## config.mk

```make
export PLATFORM = sky130hd
export DESIGN_NAME = spi_fifo_irq_ctrl
export DESIGN_NICKNAME = d
export VERILOG_FILES = /design/src/rtl/spi_fifo_pkg.sv /design/src/rtl/spi_byte_fifo.sv /design/src/rtl/spi_irq_unit.sv /design/src/rtl/spi_fifo_irq_ctrl.sv
export SDC_FILE = /design/constraint.sdc
export NUM_CORES = 1
export LEC_CHECK = 0
export BUFFER_PORTS_ARGS = -buffer_cell sky130_fd_sc_hd__clkbuf_2
export CAP_MARGIN = 0
export CORE_UTILIZATION = 58
export CTS_BUF_LIST = sky130_fd_sc_hd__clkbuf_4
export DETAILED_ROUTE_END_ITERATION = 8
export MAX_ROUTING_LAYER = met4
export PLACE_DENSITY = 0.89
export SLEW_MARGIN = 5
export SYNTH_ARGS = -nofsm -noshare
export SYNTH_HDL_FRONTEND = slang
export SYNTH_SLANG_ARGS = --single-unit
export TNS_END_PERCENT = 50
```

## constraint.sdc

```tcl
create_clock -name clk -period 3.3 [get_ports clk]
set_input_delay 0.825 -clock clk [delete_from_list [all_inputs] [get_ports clk]]
set_output_delay 0.825 -clock clk [all_outputs]
set_load 0.02 [all_outputs]
```

## src/rtl/spi_fifo_pkg.sv

```systemverilog
// Shared helpers for the SPI byte FIFO controller.
// Assumes a depth of at least 3 so that every receive threshold is reachable.
package spi_fifo_pkg;

    // Receive fill level that raises the receive request for a given mode.
    function automatic int rx_threshold(input logic [1:0] mode, input int depth);
        case (mode)
            2'd0, 2'd1: return 1;
            2'd2:       return 3;
            default:    return depth;
        endcase
    endfunction

endpackage

```

## src/rtl/spi_byte_fifo.sv

```systemverilog
// Circular byte queue with level-held flush and an optional
// replace-newest policy when a push meets a full queue.
// Assumes push and pop are single-cycle strobes. A push and a pop
// in the same cycle on a full queue are both performed.
module spi_byte_fifo #(
    parameter int W     = 8,
    parameter int DEPTH = 4,
    localparam int PTR_W = (DEPTH > 1) ? $clog2(DEPTH) : 1,
    localparam int CNT_W = $clog2(DEPTH + 1)
) (
    input  logic             clk,
    input  logic             rst_n,
    input  logic             flush,
    input  logic             ovw_en,
    input  logic             push,
    input  logic [W-1:0]     din,
    input  logic             pop,
    output logic [W-1:0]     head,
    output logic [CNT_W-1:0] count,
    output logic             push_ok
);
    logic [W-1:0]     mem [DEPTH];
    logic [PTR_W-1:0] wptr, rptr, newest;
    logic             full, empty, do_pop, do_ovw;

    function automatic logic [PTR_W-1:0] step(input logic [PTR_W-1:0] p);
        return (p == PTR_W'(DEPTH - 1)) ? '0 : p + 1'b1;
    endfunction

    // Decode occupancy and which operations take effect this cycle.
    always_comb begin
        full    = (count == CNT_W'(DEPTH));
        empty   = (count == '0);
        do_pop  = pop && !empty && !flush;
        push_ok = push && !flush && (!full || do_pop);
        do_ovw  = push && !flush && full && !do_pop && ovw_en;
        newest  = (wptr == '0) ? PTR_W'(DEPTH - 1) : wptr - 1'b1;
        head    = mem[rptr];
    end

    // Storage write: append at the tail or replace the newest entry.
    always_ff @(posedge clk) begin
        if (push_ok)
            mem[wptr] <= din;
        else if (do_ovw)
            mem[newest] <= din;
    end

    // Pointer and occupancy update, with flush overriding everything.
    always_ff @(posedge clk) begin
        if (!rst_n || flush) begin
            wptr  <= '0;
            rptr  <= '0;
            count <= '0;
        end else begin
            if (push_ok) wptr <= step(wptr);
            if (do_pop)  rptr <= step(rptr);
            case ({push_ok, do_pop})
                2'b10:   count <= count + 1'b1;
                2'b01:   count <= count - 1'b1;
                default: count <= count;
            endcase
        end
    end
endmodule

```

## src/rtl/spi_irq_unit.sv

```systemverilog
// Sticky transmit and receive interrupt requests.
// Transmit: raised every (mode+1) completed bytes. Receive: raised when the
// receive occupancy first reaches the mode threshold (edge of the level).
// Assumes the mode is held stable while bytes are in flight. A raise wins
// over a same-cycle clear.
module spi_irq_unit
    import spi_fifo_pkg::*;
#(
    parameter int DEPTH = 4,
    localparam int CNT_W = $clog2(DEPTH + 1)
) (
    input  logic             clk,
    input  logic             rst_n,
    input  logic [1:0]       mode,
    input  logic             tx_irq_en,
    input  logic             rx_irq_en,
    input  logic             rx_flush,
    input  logic             byte_done,
    input  logic [CNT_W-1:0] rx_count,
    input  logic             clr_tx,
    input  logic             clr_rx,
    output logic             irq_tx,
    output logic             irq_rx
);
    logic [1:0]       sent_cnt;
    logic             tx_hit, rx_above, rx_above_q, rx_hit;
    logic [CNT_W-1:0] rx_thr;

    // Threshold compares for both directions.
    always_comb begin
        rx_thr   = CNT_W'(rx_threshold(mode, DEPTH));
        tx_hit   = byte_done && (sent_cnt == mode);
        rx_above = (rx_count >= rx_thr);
        rx_hit   = rx_irq_en && !rx_flush && rx_above && !rx_above_q;
    end

    // Completed-byte counter that restarts at each transmit threshold.
    always_ff @(posedge clk) begin
        if (!rst_n)          sent_cnt <= '0;
        else if (tx_hit)     sent_cnt <= '0;
        else if (byte_done)  sent_cnt <= sent_cnt + 1'b1;
    end

    // Sticky request flags with write-one clear.
    always_ff @(posedge clk) begin
        if (!rst_n) begin
            irq_tx     <= 1'b0;
            irq_rx     <= 1'b0;
            rx_above_q <= 1'b0;
        end else begin
            rx_above_q <= rx_above;
            if (tx_hit && tx_irq_en) irq_tx <= 1'b1;
            else if (clr_tx)         irq_tx <= 1'b0;
            if (rx_hit)              irq_rx <= 1'b1;
            else if (clr_rx)         irq_rx <= 1'b0;
        end
    end
endmodule

```

## src/rtl/spi_fifo_irq_ctrl.sv

```systemverilog
// Top: transmit and receive byte queues for a serial engine, plus
// interrupt generation and transfer-start control.
// Assumes register strobes are single-cycle and that the engine pulses
// eng_byte_done once per shifted byte.
module spi_fifo_irq_ctrl #(
    parameter int DATA_W = 8,
    parameter int DEPTH  = 4,
    localparam int CNT_W = $clog2(DEPTH + 1)
) (
    input  logic              clk,
    input  logic              rst_n,
    input  logic [1:0]        cfg_irq_mode,
    input  logic              cfg_tx_flush,
    input  logic              cfg_rx_flush,
    input  logic              cfg_rx_overwrite,
    input  logic              cfg_xfer_on_write,
    input  logic              wr_tx_en,
    input  logic [DATA_W-1:0] wr_tx_data,
    input  logic              rd_rx_en,
    output logic [DATA_W-1:0] rd_rx_data,
    input  logic              irq_clr_tx,
    input  logic              irq_clr_rx,
    output logic [CNT_W-1:0]  tx_count,
    output logic [CNT_W-1:0]  rx_count,
    output logic              eng_start,
    output logic              eng_tx_valid,
    output logic [DATA_W-1:0] eng_tx_data,
    input  logic              eng_byte_done,
    input  logic              eng_rx_valid,
    input  logic [DATA_W-1:0] eng_rx_data,
    output logic              irq_tx,
    output logic              irq_rx
);
    logic tx_accepted, rx_push_ok;

    spi_byte_fifo #(.W(DATA_W), .DEPTH(DEPTH)) u_txq (
        .clk(clk), .rst_n(rst_n), .flush(cfg_tx_flush), .ovw_en(1'b0),
        .push(wr_tx_en), .din(wr_tx_data), .pop(eng_byte_done),
        .head(eng_tx_data), .count(tx_count), .push_ok(tx_accepted)
    );

    spi_byte_fifo #(.W(DATA_W), .DEPTH(DEPTH)) u_rxq (
        .clk(clk), .rst_n(rst_n), .flush(cfg_rx_flush), .ovw_en(cfg_rx_overwrite),
        .push(eng_rx_valid), .din(eng_rx_data), .pop(rd_rx_en),
        .head(rd_rx_data), .count(rx_count), .push_ok(rx_push_ok)
    );

    spi_irq_unit #(.DEPTH(DEPTH)) u_irq (
        .clk(clk), .rst_n(rst_n), .mode(cfg_irq_mode),
        .tx_irq_en(cfg_xfer_on_write), .rx_irq_en(!cfg_xfer_on_write),
        .rx_flush(cfg_rx_flush), .byte_done(eng_byte_done), .rx_count(rx_count),
        .clr_tx(irq_clr_tx), .clr_rx(irq_clr_rx), .irq_tx(irq_tx), .irq_rx(irq_rx)
    );

    // Transmit head is valid whenever the queue holds data.
    assign eng_tx_valid = (tx_count != '0);

    // Start strobe: accepted write or receive read, as the transfer mode selects.
    always_ff @(posedge clk) begin
        if (!rst_n) eng_start <= 1'b0;
        else        eng_start <= cfg_xfer_on_write ? tx_accepted : rd_rx_en;
    end
endmodule

```

-- Word level (Yosys, flattened, before mapping)
Memories as Yosys holds them, arrays and structs flattened. A register that Yosys moved wholly into a read port is not among the register bits.
Index checks and enable logic that the tools add are counted.
- add/subtract/negate cells: 10
- equality and inequality tests: 13
- $lt $le $gt $ge: 1
- bitwise operators: 1
- reduce and logical (&&, ||, !) cells: 42
- muxes and demuxes: 27
- operators by type and width (cell ; number):
    $mux 2 ; 10
    $pmux 3 s2 ; 3
    $logic_and 1x1->1 ; 16
    $eq 2x2->1 const B ; 7
    $mux 1 ; 13
    $add 2x1->2 const B ; 5
    $logic_not 1->1 ; 10
    $mux 8 ; 1
    $reduce_bool 2->1 ; 4
    $reduce_or 8->1 ; 1
    $add 3x1->3 const B ; 2
    $eq 2x1->1 const B ; 3
    $eq 3x3->1 const B ; 2
    $logic_not 3->1 ; 2
    $sub 3x1->3 const B ; 2
    $logic_not 2->1 ; 2
    $logic_or 1x1->1 ; 4
    $reduce_or 2->1 ; 2
    $ge 3x3->1 ; 1
    $reduce_bool 3->1 ; 1
    $eq 2x2->1 ; 1
    $sub 2x1->2 const B ; 1
    $not 1->1 ; 1
- memory bits (writable): 64
- register bits: 20
- word-level logic and storage cells: 107
- input port bits: 30
- memories: 2
- memories (name ; depth ; width ; rd ports ; clocked after Yosys merged registers in ; wr ports ; line ; RTL):
    u_rxq.mem ; 4 ; 8 ; 1 ; 1 ; 1 ; spi_byte_fifo.sv:22 ; logic [W-1:0] mem [DEPTH];
    u_txq.mem ; 4 ; 8 ; 1 ; 1 ; 1 ; spi_byte_fifo.sv:22 ;

-- Depth between registers and ports, before layout
Gate-level depths: netlist of run 1.
- depth in word-level cells: 12
- gate-level depth with buffers: 9
- gate-level depth less buffers: 9

-- Cells and area by module
Synthesis of run 1 repeated with hierarchy kept, for this count alone.
- cell total of the unflattened synthesis: 256
- area, all modules: 3768.6 sq um
- by module, submodules not included (module ; cells each ; instances ; area each (sq um)):
    spi_byte_fifo at u_rxq ; 109 ; 1 ; 1732.9
    spi_byte_fifo at u_txq ; 112 ; 1 ; 1707.9
    spi_irq_unit ; 29 ; 1 ; 277.8
    spi_fifo_irq_ctrl ; 6 ; 1 ; 50.0

-- Worst setup path before layout of run 1
OpenSTA, ideal clock, no wires.
- kind: input -> register
- start: input eng_byte_done
- end: register u_txq.count[2]
- data required time: 3230 ps
- slack: 712 ps
- buffers on the path: 0
- stages: 9
- library setup time: 70 ps
- arrival time: 2518 ps
- cells stage by stage: nor4b_1 nor3b_2 inv_1 ha_1 inv_1 fa_1 xor2_1 or3_1 a21oi_1
- word-level cells in the longest chain between the ends: 6
- elaborated cells on any way between the ends: 8
- classes of those cells: eq/ne: 2; mux: 1; reduce/logical: 5
- ends and longest elaborated chain (item ; line ; RTL):
    from (decl) ; spi_fifo_irq_ctrl.sv:28 ; input logic eng_byte_done,
    $logic_and 1x1->1 * (2 in a row) ; spi_byte_fifo.sv:34 ; do_pop = pop && !empty && !flush;
    $logic_or 1x1->1 ; spi_byte_fifo.sv:35 ; push_ok = push && !flush && (!full || do_pop);
    $logic_and 1x1->1 ; spi_byte_fifo.sv:35 ;
    $eq 2x1->1 or $eq 2x2->1 (tied branches) ; spi_byte_fifo.sv:58 ; case ({push_ok, do_pop})
    $pmux 3 s2 or $reduce_bool 2->1 (tied branches) ; - ;
    to (signal assigned) ; spi_byte_fifo.sv:59 ; 2'b10: count <= count + 1'b1;
    to (signal assigned) ; spi_byte_fifo.sv:60 ; 2'b01: count <= count - 1'b1;
    to (signal assigned) ; spi_byte_fifo.sv:61 ; default: count <= count;
    to (decl) ; spi_byte_fifo.sv:19 ; output logic [CNT_W-1:0] count,
Every way passes the cells marked *; elsewhere a longest branch is shown, timed or not.
A chain may end at the register's enable or synchronous reset.

==> results of run 1 <==
-- cells in the mapped netlist (3+ instances only) --
master,instances
a21oi_1,9
and2_1,5
dfxtp_1,24
edfxtp_1,64
ha_1,12
inv_1,13
mux2i_1,4
mux4_2,16
nand2_1,12
nand2b_1,6
nand3_1,4
nor2_1,17
o22ai_1,3
or3_1,5
xnor2_1,3
xor2_1,3
-- metrics by stage --
| step | util, % | instances |
|---|---|---|
| 2_1_floorplan | - | 235 |
| 3_3_place_gp | 67.25 | 364 |
| 3_5_place_dp | 67.25 | 364 |
| 4_1_cts | 69.59 | 380 |
| 5_1_grt | 69.59 | 380 |
| 6_report | 69.59 | 380 |
-- power by group through the flow --
stage | logic, W | clock network (W) | registers [W]
2_1_floorplan | 0.0000743 | 0 | 0.00124
3_3_place_gp | 0.000125 | 0 | 0.00124
3_5_place_dp | 0.000130 | 0 | 0.00124
4_1_cts | 0.000131 | 0.000606 | 0.00122
5_1_grt | 0.000144 | 0.000645 | 0.00122
6_report | 0.000129 | 0.000588 | 0.00121
-- worst max-delay path: cells and delay by family, from the launching register on --
family,cells,cell delay [ps]
flops,1,700
mux,1,590
buf+inv,1,170
-- worst min path at each step --
stage,slack (ps),start,end,depth (start not counted)
floorplan,400,u_irq.rx_above_q,u_irq.irq_rx,1
global placement,420,u_irq.rx_above_q,u_irq.irq_rx,1
detailed placement,430,u_irq.rx_above_q,u_irq.irq_rx,1
CTS,450,u_irq.rx_above_q,u_irq.irq_rx,1
global route,480,u_irq.rx_above_q,u_irq.irq_rx,1
finish,440,u_irq.rx_above_q,u_irq.irq_rx,1
-- metal layers --
metal	vias up	wire [um]	GRT usage [%]
met5	-	0	-
met4	0	104	8.214
met3	8	256	4.719
met2	58	2941	33.08
met1	1011	2689	25.42
li1	1019	-	-
-- kinds of logic after synthesis --
family / synth area share [%]
flip-flops: 65.80
AO/OA/AOI/OAI: 4.353
adder cells (fa/ha/maj): 5.209
XOR/XNOR: 1.440
buffers and inverters: 1.919
multiplexers: 11.58
AND/OR/NAND/NOR: 9.699
-- sequential cells by signal (all words and copies together) (netlist names), named ones only --
name and cells:
u_rxq.mem 32, u_irq.sent_cnt 2, u_txq.wptr 2, u_rxq.count 3, u_txq.mem 32, u_txq.rptr 2, u_rxq.wptr 2, u_irq.irq_tx 1
u_irq.rx_above_q 1, u_txq.count 3, u_rxq.rptr 2, eng_start 1, u_irq.irq_rx 1
-- area by class of cell --
type / count / area share, %
inverter: 13 / 1.170
tap: 75 / 2.251
multi-input combinational: 129 / 28.27
timing repair buffer: 59 / 7.323
clock buffer: 11 / 1.981
clock inverter: 5 / 1.381
sequential: 88 / 57.62
-- placed cells by master (no fill, tap or decap), types with 6 or more instances in the layout --
cell type,Yosys,layout
edfxtp_1,64,64
clkbuf_2,0,55
dfxtp_1,24,24
nor2_1,17,17
mux4_2,16,16
inv_1,13,13
nand2_1,12,12
ha_1,12,12
clkbuf_4,0,11
a21oi_1,9,9
nand2b_1,6,6
==> metrics.cfg, run 1 <==
[placement]
io_buffers=55
pre_cts_slack_ps=453.9
post_dp_cell_area_mm2=0.004029
dpl.hpwl_mm=4.314
place_congestion=0.8356

[floorplanning]
core_area_mm2=0.005991
pin_count=56
fp.dieW_um=81.34
num_rows=28
start_util_pct=60.94
die_height_um=81.34
dieArea_mm2=0.006616

[synthesis]
yosys.area.top_type=edfxtp_1
synthesis.area_mm2=0.003651
ys_types=42
syn_inst=235
yosys-top-cells-area=edfxtp_1, dfxtp_1, mux4_2
synth_top_area_share_pct=52.64
synth-warning-count=0
synth-edff-count=64
synth.avg_cell_area_um2=15.54
synth-seq-cells=88
yosys_most_used_dff=edfxtp_1
syn_nets=279
async_flop_share_pct=0
ys_seq_area_share_pct=65.80

[layout]
nFillCells=420
ff_latch_area_mm2=0.002402
design_area_mm2=0.004169
multi_input_area_mm2=0.001179
n_antenna_cell=0
drive_gt1_share_pct=31.80
nNetsFinal=344
area_delta_synth_final_pct=14.19

[timing]
tightest_slew_ps=572.5
grt_setup_unrepaired=false
setup_viol=0
hold_viol_final=0
period_needed_ps=2688
fin_skew_ps=10.14
finalCritPeriodShare_pct=81.45
fin_setup_tns_ps=0
maxSlewHeadroom_pct=61.68
max_freq_ghz=0.3721
slew_violations=0
layout_setup_ws_ps=612.3
holdWs_ps=441.4

[pwr]
p_int_w=0.001506
p_leak_nw=1.506
p_seq_share_pct=62.9
total_power_w=0.001932
power_density_mw_per_mm2=463.5
clkPwrFrac_pct=30.4
ir_worst_vdd_uv=259.1
swShare_pct=22.07
switching_power_w=0.0004264
pwr-share-comb_pct=6.7

[clock_tree]
cts_num_sinks=88
root_buffer=clkbuf_4
clk_latency_ps=410
path_clk_slew_ps=130
cts_buffers=9
h-tree-depth=3
post-cts-setup-buffer-count=0
ctsHoldBuffers=0
max-clock-path-buffers=2
cts_tree=yes
post_cts_resize_count=0

[worst_setup_path]
end_kind=primary output
path_cells=mux4_2 > clkbuf_2
critPathLaunchType=flop
ff2ff_setup_slack_ps=1070
crit_type=reg2out
reg2reg_from=u_txq.count[0]
critPathMaxFanout=8
r2r_end=u_txq.count[2]
critPathSlowestCell=dfxtp_1
critical_path_arrival_ps=1860
crit_required_ps=2470
max_stage_delay_ps=700
crit_end=rd_rx_data[1]
reg2reg_depth=9

[route]
first_pass_iters=4
vias_per_cell=5.516
drcViolationCount=0
ant_nets=0
wire_per_inst_um=15.77
drtIter0Drc=114
totalWireLength_mm=5.991
routed-via-count=2096

[grt]
grt_antenna_before_repair=0
grt_pass1_wl_mm=9.584
overflow=0
grt_max_degree=15
first_global_vias=2054
gr-usage-all-layers_pct=20.66

[min_path]
min_path_type=reg2reg

[outcome]
outcome=completed

[job]
drv_cap=0

(Power assumes the default switching activity.)
==> run 2, diff against run 1 <==
- ABC_AREA: not set -> 1
- CORE_UTILIZATION: 58 -> 53
- PLACE_DENSITY: 0.89 -> 0.86
- clock period: 3.3 -> 2.45 ns (I/O delays scaled with it)
==> metrics.cfg, run 2 <==
[outcome]
outcome=completed

[pwr]
ir_worst_vdd_uv=273.1
swShare_pct=24.01
p_int_w=0.002040
p_seq_share_pct=61.3
p_leak_nw=1.738
power_density_mw_per_mm2=630.9
pwr-share-comb_pct=8.4
switching_power_w=0.0006445
clkPwrFrac_pct=30.2

[route]
totalWireLength_mm=6.875
ant_nets=0
routed-via-count=2634
drtIter0Drc=136
vias_per_cell=5.376
wire_per_inst_um=14.03
first_pass_iters=4
drcViolationCount=0

[grt]
top_usage_layer=met2
first_global_vias=2553
grt_antenna_before_repair=0
overflow=0
gr-usage-met3_pct=4.086
grt_pass1_wl_mm=11.21
use_met2_pct=34.97
gr-usage-all-layers_pct=20.80
grtUsageMet1_pct=24.50
grt_max_degree=17

[synthesis]
synth.most_common_cell=edfxtp_1
synthesis.area_mm2=0.003686
yosys_most_used_dff=edfxtp_1
syn_nets=377
async_flop_share_pct=0
syn_inst=333
ys_types=28
synth-edff-count=64
synth-warning-count=0
synth.avg_cell_area_um2=11.07
synth-seq-cells=88
yosys.area.top_type=edfxtp_1
ys_seq_area_share_pct=65.17
synth_top_area_share_pct=52.14
yosys-top-cells-area=edfxtp_1, dfxtp_1, o21ai_0
yosys-top-cells-count=edfxtp_1, nor2_1, o21ai_0

[timing]
grt_setup_unrepaired=false
period_needed_ps=2243
tightest_slew_ps=450.4
maxSlewHeadroom_pct=69.94
hold_viol_final=0
finalCritPeriodShare_pct=91.56
max_freq_ghz=0.4458
slew_violations=0
setup_viol=0
fin_skew_ps=17.10
fin_setup_tns_ps=0

[clock_tree]
post_cts_resize_count=0
ctsHoldBuffers=0
cts_num_sinks=88
h-tree-depth=3
max-clock-path-buffers=2
root_buffer=clkbuf_4
clk_latency_ps=420
cts_tree=yes
path_clk_slew_ps=140
cts_buffers=9
post-cts-setup-buffer-count=0

[layout]
nNetsFinal=449
nFillCells=540
multi_input_area_mm2=0.001121
drive_gt1_share_pct=23.66
final_cell_mix=edfxtp_1, nor2_1, clkbuf_2
n_antenna_cell=0
ff_latch_area_mm2=0.002402
final_core_util_pct=62.98
largestRegisters=u_rxq.mem x32, u_txq.mem x32
final_common_cell=edfxtp_1
area_delta_synth_final_pct=15.44

[min_path]
min_from=wr_tx_data[6]
min_to=u_txq.mem[2][6]
hold_depth=1
min_path_type=in2reg

[worst_setup_path]
reg2reg_depth=10
path_cells=inv_1 > o21ai_0 > o22ai_1 > clkbuf_2
critPathLaunchType=flop
ff2ff_setup_slack_ps=410
r2r_end=u_txq.count[2]
end_kind=primary output
critPathSlowestCell=dfxtp_1
crit_type=reg2out
critical_path_arrival_ps=1630
critPathMaxFanout=16
reg2reg_from=u_txq.count[0]
max_stage_delay_ps=340
crit_required_ps=1840

[placement]
place_congestion=0.8307
io_buffers=55
dpl.hpwl_mm=4.836

[floorplanning]
pin_count=56
start_util_pct=54.56
num_rows=30
dieArea_mm2=0.007292
core_area_mm2=0.006756
die_height_um=85.40
fp.dieW_um=85.40

[job]
drv_cap=0

-- run 2: cell types whose count changed after synthesis, moves of 14 or more --
cell / delta
inv_1: +20
mux4_2: -16
nand2_1: +17
nor2_1: +39
o21ai_0: +42
o22ai_1: +14
-- run 2: power groups by stage --
stage	Sequential, W	Combinational [W]	Clock, W
2_1_floorplan	0.00168	0.000128	0
3_3_place_gp	0.00168	0.000217	0
3_5_place_dp	0.00168	0.000227	0
4_1_cts	0.00165	0.000228	0.000829
5_1_grt	0.00165	0.000252	0.000901
6_report	0.00165	0.000227	0.000812
-- run 2: cells by family (layout without fill, tap and decap cells) --
| family | Yosys count | count (layout) | share of synthesized area (%) |
|---|---|---|---|
| simple gates | 107 | 107 | 12.56 |
| flops | 88 | 88 | 65.17 |
| compound gates | 82 | 82 | 12.70 |
| buf+inv | 42 | 119 | 4.413 |
| fa+ha+maj | 14 | 14 | 5.159 |
-- run 2: worst max-delay path by stage --
stage | endpoint | cells past startpoint | startpoint
floorplan | u_txq.count[2] | 11 | u_txq.count[0]
global placement | u_txq.count[2] | 11 | eng_byte_done
detailed placement | u_txq.count[2] | 11 | eng_byte_done
CTS | eng_tx_data[7] | 4 | flop
global route | eng_tx_data[7] | 4 | flop
finish | eng_tx_data[7] | 4 | flop
-- run 2: metal layers --
metal,vias to the layer above,part of all wire [%]
met5,-,0
met4,0,1.4
met3,10,3.1
met2,63,52
met1,1247,43
li1,1314,-
-- run 2: cell type report --
| class | count | share of cell area, % |
|---|---|---|
| clock buffer | 10 | 1.764 |
| multi-input combinational | 203 | 26.35 |
| sequential | 88 | 56.45 |
| timing repair buffer | 65 | 8.233 |
| clock inverter | 6 | 1.500 |
| inverter | 38 | 3.352 |
| tap | 80 | 2.352 |
-- run 2: critical path, delay by kind of cell, from the launching register on --
| family | cells | cell delay [ps] |
|---|---|---|
| compound gates | 2 | 330 |
| buf+inv | 2 | 550 |
| flops | 1 | 340 |
-- run 2: through the flow --
step / worst slack, ps / cells / hold WS (ps) / instance area [um^2] / total power, W
2_1_floorplan: 366.1 / 333 / 440.7 / 3686 / 0.001811
3_3_place_gp: 232.5 / 474 / 453.4 / 4116 / 0.001895
3_5_place_dp: 166.0 / 474 / 465.1 / 4116 / 0.001907
4_1_cts: 197.3 / 490 / 388.1 / 4255 / 0.002704
5_1_grt: 82.00 / 490 / 366.5 / 4255 / 0.002804
6_report: 206.7 / 490 / 405.2 / 4255 / 0.002685
==> run 3, diff against run 2 <==
- BUFFER_PORTS_ARGS: -buffer_cell sky130_fd_sc_hd__clkbuf_2 -> not set
- CORE_UTILIZATION: 53 -> 59
- DONT_BUFFER_PORTS: not set -> 1
- SETUP_SLACK_MARGIN: not set -> 0.3
==> metrics.cfg, run 3 (synthesis results as in run 2) <==
[timing]
slew_violations=0
fin_setup_tns_ps=0
fin_skew_ps=13.56
finalCritPeriodShare_pct=86.01
setup_viol=0
maxSlewHeadroom_pct=74.68
period_needed_ps=2107
grt_setup_unrepaired=true
tightest_slew_ps=378.3
hold_viol_final=0
max_freq_ghz=0.4746

[route]
vias_per_cell=5.570
ant_nets=0
wl_met2_mm=3.703
wire_per_inst_um=16.08
drt-met1-wl_mm=2.882
drtIter0Drc=202
top_layer=met4
totalWireLength_mm=7.138
wl_met3_um=477
routed-via-count=2473
first_pass_iters=4
drcViolationCount=0

[clock_tree]
cts_num_sinks=88
root_buffer=clkbuf_4
ctsHoldBuffers=0
cts_buffers=9
path_clk_slew_ps=130
cts_tree=yes
max-clock-path-buffers=2
h-tree-depth=3
clk_latency_ps=410

[worst_setup_path]
critPathSlowestCell=dfxtp_4
crit_type=reg2out
end_kind=primary output
reg2reg_from=u_rxq.count[1]
path_delay_family=compound AO/OA/AOI/OAI gates
r2r_end=u_rxq.count[2]
critical_path_arrival_ps=1490
max_stage_delay_ps=420
reg2reg_depth=8
path_buf_inv=1
path_cells=clkinvlp_4 > o21ai_0 > o22ai_2
ff2ff_setup_slack_ps=500
crit_required_ps=1840
critPathLaunchType=flop
critPathMaxFanout=8

[placement]
io_buffers=0
place_congestion=0.8393
dpl.hpwl_mm=4.502

[layout]
nFillCells=412
final_common_cell=edfxtp_1
n_antenna_cell=0
drive_gt1_share_pct=22.22
multi_input_area_mm2=0.001224
area_delta_synth_final_pct=14.90
final_cell_mix=edfxtp_1, nor2_1, o21ai_0
nNetsFinal=408
ff_latch_area_mm2=0.002416
largestRegisters=u_rxq.mem x32, u_txq.mem x32

[grt]
first_global_vias=2360
grt_pass1_wl_mm=10.53
grt_antenna_before_repair=0
overflow=0
grt_max_degree=17
gr-usage-all-layers_pct=22.87

[floorplanning]
num_rows=28
fp.dieW_um=81.04
pin_count=56
die_height_um=81.04
core_area_mm2=0.005991
start_util_pct=61.53
dieArea_mm2=0.006567

[pwr]
p_int_w=0.002131
clkPwrFrac_pct=32.6
p_seq_share_pct=60.5
pwr-share-comb_pct=6.9
p_leak_nw=1.613
switching_power_w=0.0005931
power_density_mw_per_mm2=643.2
swShare_pct=21.77
ir_worst_vdd_uv=413.3
total_power_w=0.002724

[min_path]
min_from=eng_rx_data[3]
min_to=u_rxq.mem[3][3]
min_path_type=in2reg
hold_depth=0

[outcome]
outcome=completed

[job]
drv_cap=0

==> run 3: changes by cell type in the layout (fill, tap and decap cells not counted), sizes merged <==
| cell | previous run | this run |
|---|---|---|
| clkbuf | 65 | 11 |
| buf | 10 | 23 |
| inv | 43 | 36 |
| clkinv | 0 | 3 |
| clkinvlp | 0 | 3 |
| bufinv | 1 | 2 |
==> run 3: how the worst max path moves through the flow <==
stage                   startpoint        endpoint  slack, ps  cells past startpoint
finish                        flop  eng_tx_data[2]        340                      3
detailed placement   eng_byte_done  u_txq.count[2]        310                     10
floorplan           u_txq.count[0]  u_txq.count[2]        370                     11
global placement     eng_byte_done  u_txq.count[2]        360                     10
global route        u_txq.count[0]  u_txq.count[2]        270                     10
CTS                           flop  eng_tx_data[7]        200                      3
==> run 3: layout make-up <==
| cell class | instances | area share (%) |
|---|---|---|
| clock buffer | 11 | 1.950 |
| timing repair inverter | 1 | 0.1773 |
| timing repair buffer | 23 | 4.254 |
| sequential | 88 | 57.05 |
| multi-input combinational | 203 | 28.89 |
| clock inverter | 5 | 1.920 |
| inverter | 38 | 3.545 |
| tap | 75 | 2.216 |
==> run 3: repair_timing <==
item                                    4_1_cts  5_1_grt
endpoints found under the setup margin       16       17
gates cloned                                  0        1
pin swaps                                     1        3
buffers inserted                              5        4
resized for setup                            16       25
==> run 3: power by group through the flow <==
| stage | logic, W | registers [W] | clock network [W] |
|---|---|---|---|
| final | 0.000188 | 0.00165 | 0.000888 |
| after global routing | 0.000208 | 0.00165 | 0.000962 |
| after CTS | 0.000180 | 0.00165 | 0.000901 |
| after detailed placement | 0.000168 | 0.00168 | 0 |
| after global placement | 0.000161 | 0.00168 | 0 |
| after floorplan | 0.000128 | 0.00168 | 0 |
==> run 3: metal layers <==
metal	GRT usage, %	up-vias
met5	-	-
met4	9.821	0
met3	6.854	7
met2	37.82	92
met1	25.71	1148
li1	-	1226
==> run 3: per-stage QoR <==
stage | cells | util [%] | area [um^2] | hold WS [ps] | setup WS, ps
CTS | 439 | 69.32 | 4153 | 263.1 | 196.7
detailed placement | 418 | 64.52 | 3865 | 458.5 | 305.7
floorplan | 333 | - | 3686 | 440.7 | 366.1
global placement | 418 | 64.52 | 3865 | 455.4 | 356.5
global route | 444 | 70.70 | 4235 | 240.9 | 265.4
finish | 444 | 70.70 | 4235 | 289.2 | 342.8
